`src/rtl/dsc_pkg.sv`:
```
package dsc_pkg;

   typedef enum logic [2:0] {
      OP_WFE = 3'd0,
      OP_SEV = 3'd1,
      OP_WFP = 3'd2,
      OP_LDP = 3'd3,
      OP_FLP = 3'd4,
      OP_STP = 3'd5
   } op_e;

   typedef enum logic [1:0] {
      RES_GO    = 2'd0,
      RES_STALL = 2'd1,
      RES_FAULT = 2'd2
   } res_e;

   typedef enum logic [1:0] {
      CH_RUN   = 2'd0,
      CH_WAIT  = 2'd1,
      CH_FCOMP = 2'd2,
      CH_FAULT = 2'd3
   } chst_e;

endpackage

```
`src/rtl/dsc_chan.sv`:
```
module dsc_chan
   import dsc_pkg::*;
#(
   parameter int MAXN = 32,
   parameter int IDXW = 5
) (
   input  logic            clk,
   input  logic            rst_n,
   input  logic            issue_i,
   input  logic [1:0]      code_i,
   input  logic            is_evt_i,
   input  logic [IDXW-1:0] idx_i,
   input  logic [MAXN-1:0] evt_live_i,
   input  logic [MAXN-1:0] peri_live_i,
   input  logic            clr_i,
   output logic [1:0]      state_o,
   output logic            fsrc_o,
   output logic            ferr_o,
   output logic            rel_o,
   output logic [MAXN-1:0] cons_o
);

   chst_e           st;
   logic            w_evt;
   logic [IDXW-1:0] w_idx;
   logic            hit;
   logic            set_flt;

   assign state_o = st;
   assign set_flt = issue_i && (code_i == RES_FAULT);
   assign hit     = (st == CH_WAIT) &&
                    (w_evt ? evt_live_i[w_idx] : peri_live_i[w_idx]);
   assign cons_o  = (hit && w_evt) ? (MAXN'(1) << w_idx) : '0;

   always_ff @(posedge clk or negedge rst_n) begin
      if (!rst_n) begin
         st     <= CH_RUN;
         w_evt  <= 1'b0;
         w_idx  <= '0;
         rel_o  <= 1'b0;
         fsrc_o <= 1'b0;
         ferr_o <= 1'b0;
      end else begin
         rel_o <= hit;
         if (set_flt) begin
            fsrc_o <= 1'b1;
            ferr_o <= 1'b1;
         end else if (clr_i) begin
            fsrc_o <= 1'b0;
            ferr_o <= 1'b0;
         end
         case (st)
            CH_RUN: begin
               if (set_flt) begin
                  st <= CH_FCOMP;
               end else if (issue_i && (code_i == RES_STALL)) begin
                  st    <= CH_WAIT;
                  w_evt <= is_evt_i;
                  w_idx <= idx_i;
               end
            end
            CH_WAIT:  if (hit) st <= CH_RUN;
            CH_FCOMP: st <= clr_i ? CH_RUN : CH_FAULT;
            CH_FAULT: if (clr_i) st <= CH_RUN;
            default:  st <= CH_RUN;
         endcase
      end
   end

   AST_FAULT_LOGGED: assert property (@(posedge clk) disable iff (!rst_n)
      set_flt |=> (fsrc_o && ferr_o && st == CH_FCOMP));

   AST_FCOMP_ADVANCE: assert property (@(posedge clk) disable iff (!rst_n)
      (st == CH_FCOMP && !clr_i) |=> (st == CH_FAULT));

   AST_FLT_STICKY: assert property (@(posedge clk) disable iff (!rst_n)
      (fsrc_o && !clr_i) |=> fsrc_o);

   AST_REL_RUNS: assert property (@(posedge clk) disable iff (!rst_n)
      rel_o |-> (st == CH_RUN && $past(st) == CH_WAIT));

endmodule

```
`config.mk`:
```
export PLATFORM = sky130hd
export DESIGN_NAME = dsc_chan
export DESIGN_NICKNAME = d
export VERILOG_FILES = /design/src/rtl/dsc_pkg.sv /design/src/rtl/dsc_chan.sv
export SDC_FILE = /design/constraint.sdc
export NUM_CORES = 1
export LEC_CHECK = 0
export BUFFER_PORTS_ARGS = -buffer_cell sky130_fd_sc_hd__buf_2
export CORE_MARGIN = 3
export CORE_UTILIZATION = 40
export CTS_BUF_LIST = sky130_fd_sc_hd__clkbuf_4 sky130_fd_sc_hd__clkbuf_8
export DETAILED_ROUTE_END_ITERATION = 12
export GPL_TIMING_DRIVEN = 0
export HOLD_SLACK_MARGIN = 0.1
export PLACE_DENSITY = 0.82
export SYNTH_ARGS = -nofsm -noshare
export SYNTH_HDL_FRONTEND = slang
export SYNTH_SLANG_ARGS = --single-unit
```
`constraint.sdc`:
```
create_clock -name clk -period 2 [get_ports clk]
set_input_delay 0.1 -clock clk [delete_from_list [all_inputs] [get_ports clk]]
set_output_delay 0.1 -clock clk [all_outputs]
set_load 0.005 [all_outputs]
```
== Yosys cells after proc, flatten, opt, wreduce, memory -nomap -nowiden ==
Index checks and enable logic that the tools add are counted.
Word-level totals
  bits in registers: 10
  input port bits: 76
  output and inout bits: 37
  word-level logic and storage cells: 38
Cells by class
  $lt $le $gt $ge: 1
  equal/unequal tests: 8
  shift-type cells: 1
  mux-type cells: 14
  bitwise gates (word level): 1
  reduce and logical (&&, ||, !) cells: 8
Operators by type and width (number)
  2-to-1 mux 32 bit: 1
  << shifter 1 x 5 -> 32 bit (first input constant): 1
  binary-select mux 1 bit (select 5 bit): 2
  2-to-1 mux 2 bit: 5
  one-hot mux 2 bit (4 select lines): 1
  == test 2 bit (second input constant): 3
  < comparator 5 x 6 -> 1 bit (second input constant): 1
  AND reduction 3 bit: 2
  2-to-1 mux 1 bit: 5
  == test 2 x 1 -> 1 bit (second input constant): 2
  logical AND 1 bit: 4
  != test 2 bit (second input constant): 2
  != test 3 bit (second input constant): 1
  zero test 2 bit: 1
  nonzero test 2 bit: 1
  NOT 1 bit: 1

== Longest topological paths before layout ==
  depth in word-level cells: 6
  gate-level depth with buffers: 8
  depth with buffers taken out: 5

== Worst setup path after synthesis ==
No wires, ideal clock.
  path type: register to output
  start point: reg w_idx[1]
  end point: out cons_o[0]
  arrival time: 1.713 ns
  required time: 1.900 ns
  path slack: 0.187 ns
  cell stages (with the launch flop): 7
  path buffers: 3
  path through: dfrtp_1 > buf_6 > buf_8 > buf_4 > or3_4 > or3_1 > nor3_1
On the way
  word-level cells in the longest chain between the ends: 6
  elaborated cells between the ends (all ways): 9
  those cells by class: 1 x shift; 6 x mux; 2 x reduce/logical
RTL lines
  start, declared: RTL line dsc_chan.sv:25  | logic [IDXW-1:0] w_idx;
  start signal, assigned: RTL line dsc_chan.sv:59  | w_idx <= idx_i;
  binary-select mux 1 bit (select 5 bit): RTL line dsc_chan.sv:32  | (w_evt ? evt_live_i[w_idx] : peri_live_i[w_idx]);
  2-to-1 mux 1 bit (implied by the code): RTL line dsc_chan.sv:32
  2-to-1 mux 1 bit: RTL line dsc_chan.sv:32
  logical AND 1 bit: RTL line dsc_chan.sv:31  | assign hit = (st == CH_WAIT) &&
  logical AND 1 bit: RTL line dsc_chan.sv:33  | assign cons_o = (hit && w_evt) ? (MAXN'(1) << w_idx) : '0;
  2-to-1 mux 32 bit (*): RTL line dsc_chan.sv:33
  end, declared: RTL line dsc_chan.sv:20  | output logic [MAXN-1:0] cons_o
Mark *: on every way between the ends. The rest lies on a longest branch, timed or not. The select of a mux whose other input is x is not followed.

== Worst setup path after layout ==
  start point: reg w_idx[1]
  end point: out cons_o[28]
The elaborated chain is that of the path after synthesis.

==> summary.txt <==
Run status
  • Status: finished with violations
  • Failing checks: negative setup slack

Detailed routing
  • DRT antenna net count: 0
  • Vias/cell: 5.38
  • Iter 0 DRT Violations: 82
  • Wire per inst: 16.2 um
  • TritonRoute pass-1 iters: 4
  • DRC Markers: 0
  • Final WL: 5520 um
  • Via count: 1,828

CTS
  • # H-tree levels: 1
  • CTS tree: built
  • Clock transition at the registers of the reported paths: 0.07 ns
  • CTS Sinks: 10
  • Clock root buffer: clkbuf_4
  • Max Root-Sink Buffers: 2
  • Cts bufs inserted: 3
  • Worst-Skew Late Latency: 0.26 ns

Finish
  • Layout cell share with drive strength beyond 1: 0.730
  • Layout net count: 373
  • Fill cells: 225
  • Final antenna diode count: 0
  • Final core utilization: 0.808
  • Synth-to-Final Area Change: 84.5%

Pwr
  • Tot Pwr: 3070 uW
  • Leak: 0.00122 uW
  • Total power density per cell area: 1200 nW/um^2
  • Peak VDD IR: 1.00 mV

GRT
  • Initial antenna violation count: 0
  • Total gr overflow: 0
  • Global-route wire length before repair: 8300 um
  • Vias in the first global route: 1,833
  • All-layer global routing usage: 0.248
  • Pin count of the biggest net entering global routing: 11

Logic synthesis
  • Cell accounting for the most synthesized area: dfrtp_1
  • Syn Inst Count: 152
  • Syn Nets: 228
  • Mean Syn Cell Area: 9.15 um^2
  • YS warnings: 0
  • Post-synthesis sequential element count: 10
  • Count of cell types in the netlist: 42
  • Sequential fraction of the synthesis area: 0.180
  • Post-Syn Area: 1390 um^2
  • Area contributors post-synth: dfrtp_1 (18%), mux4_2 (13%), nor3_1 (11%)
  • Top-area cell type share of the netlist area: 0.180

Critical path
  • Crit Path Max Fanout: 7
  • Buf+Inv Stages, Crit Path: 4
  • R2R Path Start: w_idx[1]$_DFFE_PN0P_
  • Crit Path Class: register to primary output
  • Critical R2R Capture: state_o[0]$_DFFE_PN0P_
  • Flop2flop setup slack: -0.08 ns
  • CP Launch Type: register
  • Crit path DAT: 2.19 ns
  • Worst EP required: 1.90 ns
  • FF-to-FF path depth: 8
  • Top Family by Delay on Critical Path: buffers and inverters
  • CP Cell Sequence: buf_6, mux4_2, nand2_2, a32oi_2, buf_4, nand4_4, buf_6, nor4_4, buf_2
  • Critical-path top delay cell: dfrtp_1
  • Crit-path most repeated cell: buf_6
  • CP Capture Type: primary output
  • Slowest cell delay on critical path: 0.38 ns

Floorplanning
  • Rows: 20
  • Initial Utilization: 0.438
  • Die area: 4220 um^2
  • # IOs: 113
  • Chip height: 65.0 um
  • Core area: 3180 um^2
  • Die width: 65.0 um

Min path
  • Hold Path Depth: 3
  • Worst hold path type: input port to register
  • Worst Hold End: ferr_o$_DFFE_PN0P_
  • Hold Path Origin: code_i[1]

Placed design
  • I/O Buffers: 112
  • Placement Setup Slack: -0.215 ns
  • Detailed placement HPWL: 3930 um
  • Gpl congestion: 0.882

Timing
  • Setup violators final: 34
  • Top achievable clock speed: 0.437 GHz
  • Slew @ Worst Pin: 0.686 ns
  • Slew headroom: 0.543
  • Final hold violations: 0
  • Number of max-slew violations in the final report: 0
  • Final worst slack: -0.289 ns
  • Final setup TNS: -8.20 ns
  • RSZ-0062 raised after global routing: yes
  • Worst hold slack: 0.135 ns
  • Clock Skew: 0.00128 ns
  • Post-route clock period utilization: 1.14
  • Min Tclk post-route: 2.29 ns

Run
  • Max-cap check violation count: 0
[cell families (layout without fill, tap and decap cells)]
group           count (synthesis)  count (layout)  share of synthesized area
simple gates                   78              78                      0.317
mux                            27              27                      0.319
buf+inv                        23             167                      0.102
compound gates                 14              14                     0.0818
flops                          10              10                      0.180
[worst reg2reg max path: stages (launching register included)]
cell and delay, ns:
dfrtp_1 0.35, buf_6 0.14, buf_6 0.10, buf_4 0.10, mux4_1 0.53, mux2i_1 0.21, nor4_1 0.08, a211oi_2 0.32
a31o_1 0.18
[per-layer routing]
layer | vias to the layer above | share of wire | wire length [um] | GRT usage
met4 | 0 | 0.013 | 74 | 0.0871
met3 | 8 | 0.071 | 391 | 0.0295
met5 | - | 0 | 0 | 0
li1 | 876 | - | - | -
met1 | 863 | 0.35 | 1930 | 0.274
met2 | 81 | 0.57 | 3130 | 0.480
[cell type report]
| cell class | instances | area (um^2) | area share |
|---|---|---|---|
| plain buffers | 17 | 146 | 0.0570 |
| clock buffers | 4 | 36.3 | 0.0141 |
| inverters | 4 | 15.0 | 0.00585 |
| multi-input cells | 119 | 1230 | 0.479 |
| flip-flops and latches | 10 | 250 | 0.0975 |
| well taps | 44 | 55.1 | 0.0214 |
| repair buffers | 142 | 836 | 0.326 |
[placed cells by master (no fill, tap or decap), drive strengths merged, types with 2 or more instances in the layout]
cell type | netlist | final
mux4 | 12 | 12
clkbuf | 2 | 5
nor2 | 6 | 6
inv | 4 | 4
a211oi | 2 | 2
nor3 | 31 | 31
buf | 17 | 150
or2 | 2 | 2
mux2 | 7 | 7
nand2b | 4 | 4
or3 | 2 | 2
a2111oi | 2 | 2
nand3 | 8 | 8
nand4 | 3 | 3
mux2i | 8 | 8
dlygate4sd3 | 0 | 8
nand2 | 7 | 7
dfrtp | 10 | 10
nor4 | 3 | 3
nor2b | 6 | 6
nor4b | 2 | 2
[worst max path at each step]
stage                                     from                     end  depth (start not counted)  slack, ns
after CTS                 w_idx[1]$_DFFE_PN0P_               cons_o[0]                         10      -0.27
after floorplan           w_idx[1]$_DFFE_PN0P_               cons_o[0]                          6       0.19
after global routing      w_idx[1]$_DFFE_PN0P_              cons_o[28]                         10      -0.42
final                     w_idx[1]$_DFFE_PN0P_              cons_o[28]                          9      -0.29
after global placement    w_idx[3]$_DFFE_PN0P_              cons_o[28]                          8      -0.08
after detailed placement  w_idx[3]$_DFFE_PN0P_  state_o[0]$_DFFE_PN0P_                          6      -0.22
[state kept, by name, indices dropped and copies added, names as in the netlist]
register,flops
w_idx,5
state_o,2
ferr_o,1
rel_o,1
w_evt,1
[report_power, final]
| group | switching [uW] | total [uW] | internal, uW |
|---|---|---|---|
| logic | 1310 | 2540 | 1240 |
| registers | 68.5 | 351 | 283 |
| clock network | 68.7 | 179 | 110 |
| total | 1440 | 3070 | 1630 |
[synth_stat cells]
master / instances
a31o_1: 1
a31oi_1: 1
nand2b_1: 4
inv_1: 4
o311ai_1: 1
mux4_1: 4
nor2b_1: 6
a22oi_1: 1
nor2_1: 6
or2_2: 2
or3_4: 1
dfrtp_1: 10
o22ai_1: 1
nand4_2: 1
buf_6: 3
buf_2: 8
nor3_1: 31
a311o_1: 1
and3_1: 1
mux2i_1: 8
nor3b_1: 1
a2111oi_0: 2
nor4b_1: 2
mux2_2: 7
nand3_1: 8
nand4_1: 2
buf_8: 1
a211oi_1: 2
nand2_1: 7
nor4_1: 2
nand3b_1: 1
buf_1: 2
a21oi_1: 1
or4_1: 1
o21ai_0: 1
clkbuf_1: 2
nor4_4: 1
buf_4: 3
mux4_2: 8
a32oi_2: 1
o31ai_1: 1
or3_1: 1
[through the flow]
| stage | instances | area [um^2] |
|---|---|---|
| after global routing | 340 | 2570 |
| after CTS | 335 | 2460 |
| after global placement | 308 | 2010 |
| after floorplan | 152 | 1390 |
| after detailed placement | 308 | 2010 |
| final | 340 | 2570 |
[timing repair]
| action | in CTS | in global routing |
|---|---|---|
| setup endpoints to repair | 34 | 34 |
| hold endpoints to repair | 17 | 0 |
| pin swaps | 38 | 8 |
| buffers inserted | 13 | 6 |
| hold buffers | 8 | 0 |
| gates cloned | 3 | 0 |
| resized for setup | 57 | 12 |
No activity file was read; power rests on OpenSTA's default activity.
